`src/rtl/mwd_pkg.sv`:
```
package mwd_pkg;
  typedef enum logic [1:0] {
    CMD_HOLD = 2'd0,
    CMD_LOAD = 2'd1,
    CMD_DEC  = 2'd2,
    CMD_ZERO = 2'd3
  } mwd_cmd_e;
endpackage

```
`src/rtl/mwd_ctrl.sv`:
```
module mwd_ctrl
  import mwd_pkg::*;
#(
  parameter int CNT_W = 8
) (
  input  logic             clk,
  input  logic             rst_n,
  input  logic [CNT_W-1:0] cfg_reload,
  input  logic             acc_start,
  input  logic             mem_ready,
  input  logic [CNT_W-1:0] cnt_q,
  output mwd_cmd_e         cmd,
  output logic             expire,
  output logic             open_q
);
  localparam logic [CNT_W-1:0] ONE = CNT_W'(1);

  logic disabled;
  logic open_d;

  assign disabled = (cfg_reload == '0);

  always_comb begin
    cmd    = CMD_HOLD;
    open_d = open_q;
    if (disabled) begin
      cmd    = CMD_ZERO;
      open_d = 1'b0;
    end else if (acc_start) begin
      cmd    = CMD_LOAD;
      open_d = 1'b1;
    end else if (mem_ready) begin
      cmd    = CMD_LOAD;
      open_d = 1'b0;
    end else if (open_q && cnt_q != '0) begin
      cmd = CMD_DEC;
    end
  end

  assign expire = (cmd == CMD_DEC) && (cnt_q == ONE);

  always_ff @(posedge clk) begin
    if (!rst_n) open_q <= 1'b0;
    else        open_q <= open_d;
  end

  // disabled configuration never leaves an access open
  a_r11_no_open_when_off: assert property (@(posedge clk) disable iff (!rst_n)
    (cfg_reload == '0) |=> !open_q);
  // simultaneous start and ready keeps the access open
  a_r10_start_wins: assert property (@(posedge clk) disable iff (!rst_n)
    (acc_start && mem_ready && cfg_reload != '0) |=> open_q);
endmodule

```
`src/rtl/mwd_counter.sv`:
```
module mwd_counter
  import mwd_pkg::*;
#(
  parameter int CNT_W = 8
) (
  input  logic             clk,
  input  logic             rst_n,
  input  mwd_cmd_e         cmd,
  input  logic [CNT_W-1:0] load_val,
  output logic [CNT_W-1:0] cnt_q
);
  always_ff @(posedge clk) begin
    if (!rst_n) begin
      cnt_q <= '0;
    end else begin
      unique case (cmd)
        CMD_LOAD: cnt_q <= load_val;
        CMD_DEC:  cnt_q <= cnt_q - CNT_W'(1);
        CMD_ZERO: cnt_q <= '0;
        default:  cnt_q <= cnt_q;
      endcase
    end
  end
endmodule

```
`src/rtl/mwd_flag.sv`:
```
module mwd_flag (
  input  logic clk,
  input  logic rst_n,
  input  logic set_i,
  input  logic clr_i,
  output logic flag_q
);
  always_ff @(posedge clk) begin
    if (!rst_n)     flag_q <= 1'b0;
    else if (set_i) flag_q <= 1'b1;
    else if (clr_i) flag_q <= 1'b0;
  end

  // sticky without a clear
  a_r7_sticky: assert property (@(posedge clk) disable iff (!rst_n)
    (flag_q && !clr_i) |=> flag_q);
  // clear takes effect when no set competes
  a_r8_clear: assert property (@(posedge clk) disable iff (!rst_n)
    (clr_i && !set_i) |=> !flag_q);
  // set beats clear
  a_r9_set_wins: assert property (@(posedge clk) disable iff (!rst_n)
    (set_i && clr_i) |=> flag_q);
endmodule

```
`src/rtl/mem_access_wdog.sv`:
```
module mem_access_wdog
  import mwd_pkg::*;
#(
  parameter int CNT_W = 8
) (
  input  logic             clk,
  input  logic             rst_n,
  input  logic [CNT_W-1:0] cfg_reload,
  input  logic             acc_start,
  input  logic             mem_ready,
  input  logic             flag_clr,
  output logic [CNT_W-1:0] count_val,
  output logic             timeout_flag
);
  mwd_cmd_e         cmd;
  logic             expire;
  logic             open_q;
  logic [CNT_W-1:0] cnt_q;

  mwd_ctrl #(.CNT_W(CNT_W)) u_ctrl (
    .clk(clk), .rst_n(rst_n), .cfg_reload(cfg_reload),
    .acc_start(acc_start), .mem_ready(mem_ready), .cnt_q(cnt_q),
    .cmd(cmd), .expire(expire), .open_q(open_q)
  );

  mwd_counter #(.CNT_W(CNT_W)) u_cnt (
    .clk(clk), .rst_n(rst_n), .cmd(cmd), .load_val(cfg_reload), .cnt_q(cnt_q)
  );

  mwd_flag u_flag (
    .clk(clk), .rst_n(rst_n), .set_i(expire), .clr_i(flag_clr), .flag_q(timeout_flag)
  );

  assign count_val = cnt_q;

  // start loads the reload value
  a_r2_start_load: assert property (@(posedge clk) disable iff (!rst_n)
    (acc_start && cfg_reload != '0) |=> count_val == $past(cfg_reload));
  // ready loads the reload value
  a_r3_ready_load: assert property (@(posedge clk) disable iff (!rst_n)
    mem_ready |=> count_val == $past(cfg_reload));
  // one step down per clock while open
  a_r4_decrement: assert property (@(posedge clk) disable iff (!rst_n)
    (open_q && count_val != '0 && !acc_start && !mem_ready && cfg_reload != '0)
    |=> count_val == $past(count_val) - CNT_W'(1));
  // frozen at zero
  a_r5_freeze: assert property (@(posedge clk) disable iff (!rst_n)
    (count_val == '0 && !acc_start && !mem_ready) |=> count_val == '0);
  // expiry raises the flag
  a_r6_flag_on_expiry: assert property (@(posedge clk) disable iff (!rst_n)
    (open_q && count_val == CNT_W'(1) && !acc_start && !mem_ready && cfg_reload != '0)
    |=> timeout_flag);
  // disabled watchdog never raises the flag
  a_r11_no_flag_when_off: assert property (@(posedge clk) disable iff (!rst_n)
    (cfg_reload == '0 && !timeout_flag) |=> !timeout_flag);
  // idle count holds
  a_r12_idle_hold: assert property (@(posedge clk) disable iff (!rst_n)
    (!open_q && !acc_start && !mem_ready && cfg_reload != '0) |=> $stable(count_val));
endmodule

```
`config.mk`:
```
export PLATFORM = sky130hd
export DESIGN_NAME = mem_access_wdog
export DESIGN_NICKNAME = d
export VERILOG_FILES = /design/src/rtl/mwd_pkg.sv /design/src/rtl/mwd_ctrl.sv /design/src/rtl/mwd_counter.sv /design/src/rtl/mwd_flag.sv /design/src/rtl/mem_access_wdog.sv
export SDC_FILE = /design/constraint.sdc
export NUM_CORES = 1
export LEC_CHECK = 0
export CORE_UTILIZATION = 40
export DETAILED_ROUTE_END_ITERATION = 12
export PLACE_DENSITY_LB_ADDON = 0.12
export SLEW_MARGIN = 20
export SYNTH_ARGS = -nofsm -noshare
export SYNTH_HDL_FRONTEND = slang
export SYNTH_SLANG_ARGS = --single-unit
```
`constraint.sdc`:
```
create_clock -name clk -period 2 [get_ports clk]
set_input_delay 0.4 -clock clk [delete_from_list [all_inputs] [get_ports clk]]
set_output_delay 0.4 -clock clk [all_outputs]
set_load 0.05 [all_outputs]
```
==> reports/metrics.csv, run 1 <==
metric,value,unit
CORE AREA,1560,µm²
IO Count,22,
crit-path max FO,7,
Port Buffer Count,21,
post-synthesis async set-or-reset flop share,0,%
crit path launch type,flop,
highest clock rate,519,MHz
PnR worst setup slack,74.1,ps
Mapped Nets,94,
Post-synth EDFFs,0,
Simple-Gate Fraction of Synth Area,27.7,%
clk buf depth,2,
RSZ-0062 raised after global routing,no,
clk_skew,3.58,ps
Yosys reg bits,10,
Cells after Synth,78,
compound-gate portion of the synthesized area,30.2,%
WS Path Type,reg2out,
clock tree from TritonCTS,yes,
First-pass DRT Iterations,9,
clock slew at reported path FFs,60,ps
total power,576,µW
CP cell instances,clkdlybuf4s50_1,
initial core utilization,44.1,%
Pwr Density,570,nW/µm²
"Data required, critical path",1600,ps
Placed Cells,124,
P&R area growth vs syn,47.2,%
Routed WL,1780,µm
DP Wirelength,1430,µm
routed len/inst,14.0,µm
first-pass GRT wire length,3010,µm
final net count,129,
Commonest cells post-synth,"dfxtp_1 (10), inv_1 (5), a21oi_1 (4), nor2_1 (4)",
final hold viol count,0,
Worst-Margin Slew,582,ps
FP Rows,14,
synthesized area,687,µm²
crit end category,output port,
buffers and inverters on the worst path,1,
dpl ws,-54.6,ps
XOR/XNOR share of the synthesized area,1.28,%
worst-skew pair later-pin latency,260,ps
Hold Crit Class,reg2reg,
Max-slew headroom,60.9,%
number of post-CTS setup repair buffers,0,
total track usage,21.9,%
"Slew Viols, Final",0,
CTS Hold Bufs,0,
Max stage delay on crit path,840,ps
Critical Path AT,1530,ps
pin count of the biggest net entering global routing,11,
via/cell ratio,5.88,
Tmin final,1930,ps
Leak Pwr,0.000389,µW
vias,747,
Layout Cells excl Fill,127,
Die ar.,1890,µm²
final setup fails,0,
Iter 0 DRT Violations,19,
# H-tree levels,1,
CTS sink count,10,
mux cell area share after synthesis,2.91,%
Routed Antenna Nets,0,
initial antenna violation count,0,
synthesis warning total,0,
top post-synthesis cells by area,"dfxtp_1 (29%), ha_1 (5.5%), a21oi_1 (2.9%)",
failing checks,design-rule violations,
max-capacitance violation count,0,
"Seq/Total Area, Yosys",29.1,%
TritonCTS Buffers,3,
peak supply drop,0.326,mV
post-synth top area share,29.1,%
status,"finished, violations left",
grt total ovfl,0,
post-CTS resize count,0,
count of cell types in the netlist,39,
post-route clock period utilization,96.3,%
CTS Root Cell,clkbuf_4,
# diodes,0,
Synth Area per Inst,8.81,µm²
slowest CP cell,clkdlybuf4s50_1,
cell family with most CP delay,buffers and inverters,
post-synth top area cell,dfxtp_1,
GPL Wtd Cong,0.822,
DRC,2,
vias in the first global route,677,
Synth Flop Type,dfxtp_1,
Post-Synth Adder-Cell Area,5.46,%
Die H,43.4,µm
main combinational cell family by area after synthesis,compound AO/OA/AOI/OAI gates,
die span in x,43.4,µm
most frequent cell after synthesis,dfxtp_1,
fraction of layout cells with a size suffix above 1,19.8,%
-- logic make-up (layout without fill, tap and decap cells) --
| logic type | Yosys count | after routing |
|---|---|---|
| simple gates | 29 | 29 |
| compound gates | 27 | 27 |
| flops | 10 | 10 |
| buf+inv | 6 | 39 |
| fa+ha+maj | 3 | 3 |
| mux | 2 | 2 |
| xor+xnor | 1 | 1 |
-- power breakdown --
group / switching, µW / internal, µW / total, µW
Sequential: 14.3 / 212 / 227
Clock: 69.7 / 69.5 / 139
Combinational: 119 / 91.0 / 210
-- worst paths after layout --
path                       start              to  slack (ps)  cells after the start
setup / recovery  u_cnt.cnt_q[2]    count_val[2]          70                      1
hold / removal     u_flag.flag_q   u_flag.flag_q         470                      2
setup reg to reg  u_cnt.cnt_q[1]  u_cnt.cnt_q[4]         210                      7
hold reg to reg    u_flag.flag_q   u_flag.flag_q         470                      2
-- routing by layer --
metal / vias to the layer above / share of wire, % / GRT usage, %
li1: 374 / - / -
met3: 4 / 5.3 / 5.42
met1: 339 / 47 / 27.8
met2: 30 / 46 / 33.3
met4: 0 / 2.1 / 13.1
met5: - / 0 / 0
-- layout make-up --
class	count	area, µm²
clock buffers	3	22.5
fillers	126	548
inverters	5	18.8
multi-input cells	62	464
flip-flops and latches	10	200
well taps	16	20.0
repair buffers	31	285
-- placed cells by master, fill, tap and decap left out, types with 2 or more instances in the layout --
| master | netlist | layout |
|---|---|---|
| o21ai_1 | 2 | 2 |
| nand4b_1 | 2 | 2 |
| or3_1 | 3 | 3 |
| a32oi_1 | 2 | 2 |
| nand3_1 | 3 | 3 |
| ha_1 | 3 | 3 |
| o211ai_1 | 2 | 2 |
| dfxtp_1 | 10 | 10 |
| buf_4 | 0 | 10 |
| nand2_1 | 3 | 3 |
| inv_1 | 5 | 5 |
| clkdlybuf4s50_1 | 0 | 21 |
| mux2i_1 | 2 | 2 |
| nand4_1 | 2 | 2 |
| o22ai_1 | 3 | 3 |
| clkbuf_4 | 0 | 3 |
| nor2_1 | 4 | 4 |
| a21oi_1 | 4 | 4 |
| o21ai_0 | 3 | 3 |
| nor4_1 | 3 | 3 |
-- flip-flops by register name (all words and copies together) (netlist names) --
name           flops
u_cnt.cnt_q        8
u_ctrl.open_q      1
u_flag.flag_q      1
-- metrics by stage --
step / hold slack (ps) / utilization (%) / cell area, µm² / setup TNS, ps
final: 473 / 64.8 / 1010 / 0
after detailed placement: 466 / 63.4 / 988 / -157
after floorplan: 552 / - / 687 / 0
after global placement: 454 / 63.4 / 988 / -43.1
after global routing: 516 / 64.8 / 1010 / 0
after CTS: 476 / 64.8 / 1010 / 0
-- worst register-to-register path: stages (launching register included) --
cell and delay (ps):
dfxtp_1 340, inv_1 130, ha_1 180, or4b_4 500
o21ai_4 220, buf_4 150, a32oi_1 60, o2bb2ai_1 160
No activity file was read; power rests on OpenSTA's default activity.
==> inputs of run 2 (changes only) <==
CELL_PAD_IN_SITES_DETAIL_PLACEMENT = 1   (was not set)
CELL_PAD_IN_SITES_GLOBAL_PLACEMENT = 1   (was not set)
CORE_UTILIZATION = 32   (was 40)
HOLD_SLACK_MARGIN = 0.15   (was not set)
==> reports/metrics.csv, run 2 (synthesis gave the netlist of run 1 again) <==
metric,value,unit,change
"Slew Viols, Final",0,,unchanged
IO Count,22,,unchanged
final setup fails,0,,unchanged
vias in the first global route,789,,+17%
initial antenna violation count,0,,unchanged
crit end category,output port,,
Hold Crit Class,reg2reg,,
"Data required, critical path",1600,ps,about the same
biggest regs,"u_cnt.cnt_q x8, u_ctrl.open_q x1, u_flag.flag_q x1",,
clock slew at reported path FFs,70,ps,about the same
pin count of the biggest net entering global routing,11,,unchanged
Die ar.,2340,µm²,+24%
via/cell ratio,5.45,,-7.3%
max FFs per register,8,,unchanged
final net count,130,,+0.78%
WS Path Type,reg2out,,
Tmin final,1930,ps,+4.60 ps
Worst-Margin Slew,600,ps,+18.2 ps
DRC,0,,-2
Port Buffer Count,21,,unchanged
Setup TNS,0,ps,unchanged
vias,763,,+2.1%
slowest CP cell,clkdlybuf4s50_1,,
total power,636,µW,+10%
TritonCTS Buffers,3,,unchanged
buffers and inverters on the worst path,1,,unchanged
# H-tree levels,1,,unchanged
most frequent cells in the layout,"clkdlybuf4s50_1 (19), buf_4 (11), dfxtp_1 (10), nor2_1 (4), a21oi_1 (4)",,
grt total ovfl,0,,unchanged
GPL Wtd Cong,0.799,,-2.8%
DP Wirelength,1770,µm,+24%
"Most flops, register",u_cnt.cnt_q,,
crit path launch type,flop,,
Critical Path AT,1530,ps,about the same
P&R area growth vs syn,53.4,%,
clk buf depth,2,,unchanged
first-pass GRT wire length,3730,µm,+24%
total track usage,21.0,%,-0.82 points
First-pass DRT Iterations,4,,-5
final hold viol count,0,,unchanged
Iter 0 DRT Violations,2,,-17
clock tree from TritonCTS,yes,,
Leak Pwr,0.000430,µW,+11%
RSZ-0062 raised after global routing,no,,
CORE AREA,1980,µm²,+27%
CP cell instances,clkdlybuf4s50_1,,
# diodes,0,,unchanged
cell family with most CP delay,buffers and inverters,,
routed len/inst,15.4,µm,+9.6%
max-capacitance violation count,0,,unchanged
Max-slew headroom,59.7,%,-1.2 points
fillcell total,244,,+94%
post-route clock period utilization,96.5,%,+0.23 points
crit-path max FO,5,,-2
Pwr Density,604,nW/µm²,+5.9%
Max stage delay on crit path,840,ps,about the same
final core occ,53.2,%,-12 points
Routed Antenna Nets,0,,unchanged
highest clock rate,518,MHz,-0.24%
peak supply drop,0.386,mV,+19%
initial core utilization,34.7,%,-9.4 points
CTS Root Cell,clkbuf_4,,
CTS sink count,10,,unchanged
die span in x,48.3,µm,+11%
FP Rows,16,,+2
fraction of layout cells with a size suffix above 1,23.9,%,+4.1 points
clk_skew,2.47,ps,-1.11 ps
Die H,48.3,µm,+11%
worst-skew pair later-pin latency,270,ps,about the same
Routed WL,2150,µm,+21%
status,"finished, final reports clean",,
"most common cell after layout, fill and taps aside",clkdlybuf4s50_1,,
==> run 2: cell count changes in the layout (fill, tap and decap cells not counted), sizes merged <==
| cell | delta |
|---|---|
| clkbuf | +1 |
| clkdlybuf4s50 | -2 |
| buf | +1 |
| dlymetal6s2s | +2 |
==> run 2: final timing paths <==
check            startpoint        endpoint  slack [ps]  cells past startpoint
max reg2reg  u_cnt.cnt_q[0]  u_cnt.cnt_q[2]         150                      7
min           u_flag.flag_q   u_flag.flag_q         480                      2
max          u_cnt.cnt_q[0]    count_val[0]          70                      1
min reg2reg   u_flag.flag_q   u_flag.flag_q         480                      2
==> run 2: report_power, final <==
group,switching (µW),total [µW],leakage [µW],internal [µW]
Combinational,122,215,0.000326,93.3
Clock,80.2,191,0.0000210,111
Sequential,17.1,229,0.0000828,212
==> run 2: stage by stage <==
| step | instances | instance area (µm²) | setup slack, ps | hold slack [ps] |
|---|---|---|---|---|
| after floorplan | 78 | 687 | 62.3 | 552 |
| after global placement | 136 | 1010 | -64.0 | 468 |
| after detailed placement | 136 | 1010 | -144 | 470 |
| after CTS | 140 | 1050 | 31.8 | 482 |
| after global routing | 140 | 1050 | 14.5 | 525 |
| final | 140 | 1050 | 69.5 | 476 |
==> run 2: layer usage <==
layer	global-route usage, %	share of wire [%]	up-vias
li1	-	-	375
met1	24.4	45	358
met2	37.3	50	24
met3	5.35	4.1	6
met4	7.35	1.6	0
met5	0	0	-
==> run 2: repair_timing <==
action | CTS | global route
gates resized for setup | 0 | 6
setup endpoints to repair | 0 | 4
hold buffers | 0 | 0
setup buffers | 0 | 0
==> run 2: cell type report <==
class                   count  area [µm²]  area share, %
multi-input cells          62         467           44.3
well taps                  27        33.8           3.21
inverters                   5        18.8           1.78
clock buffers               4        36.3           3.44
repair buffers             32         298           28.3
flip-flops and latches     10         200           19.0
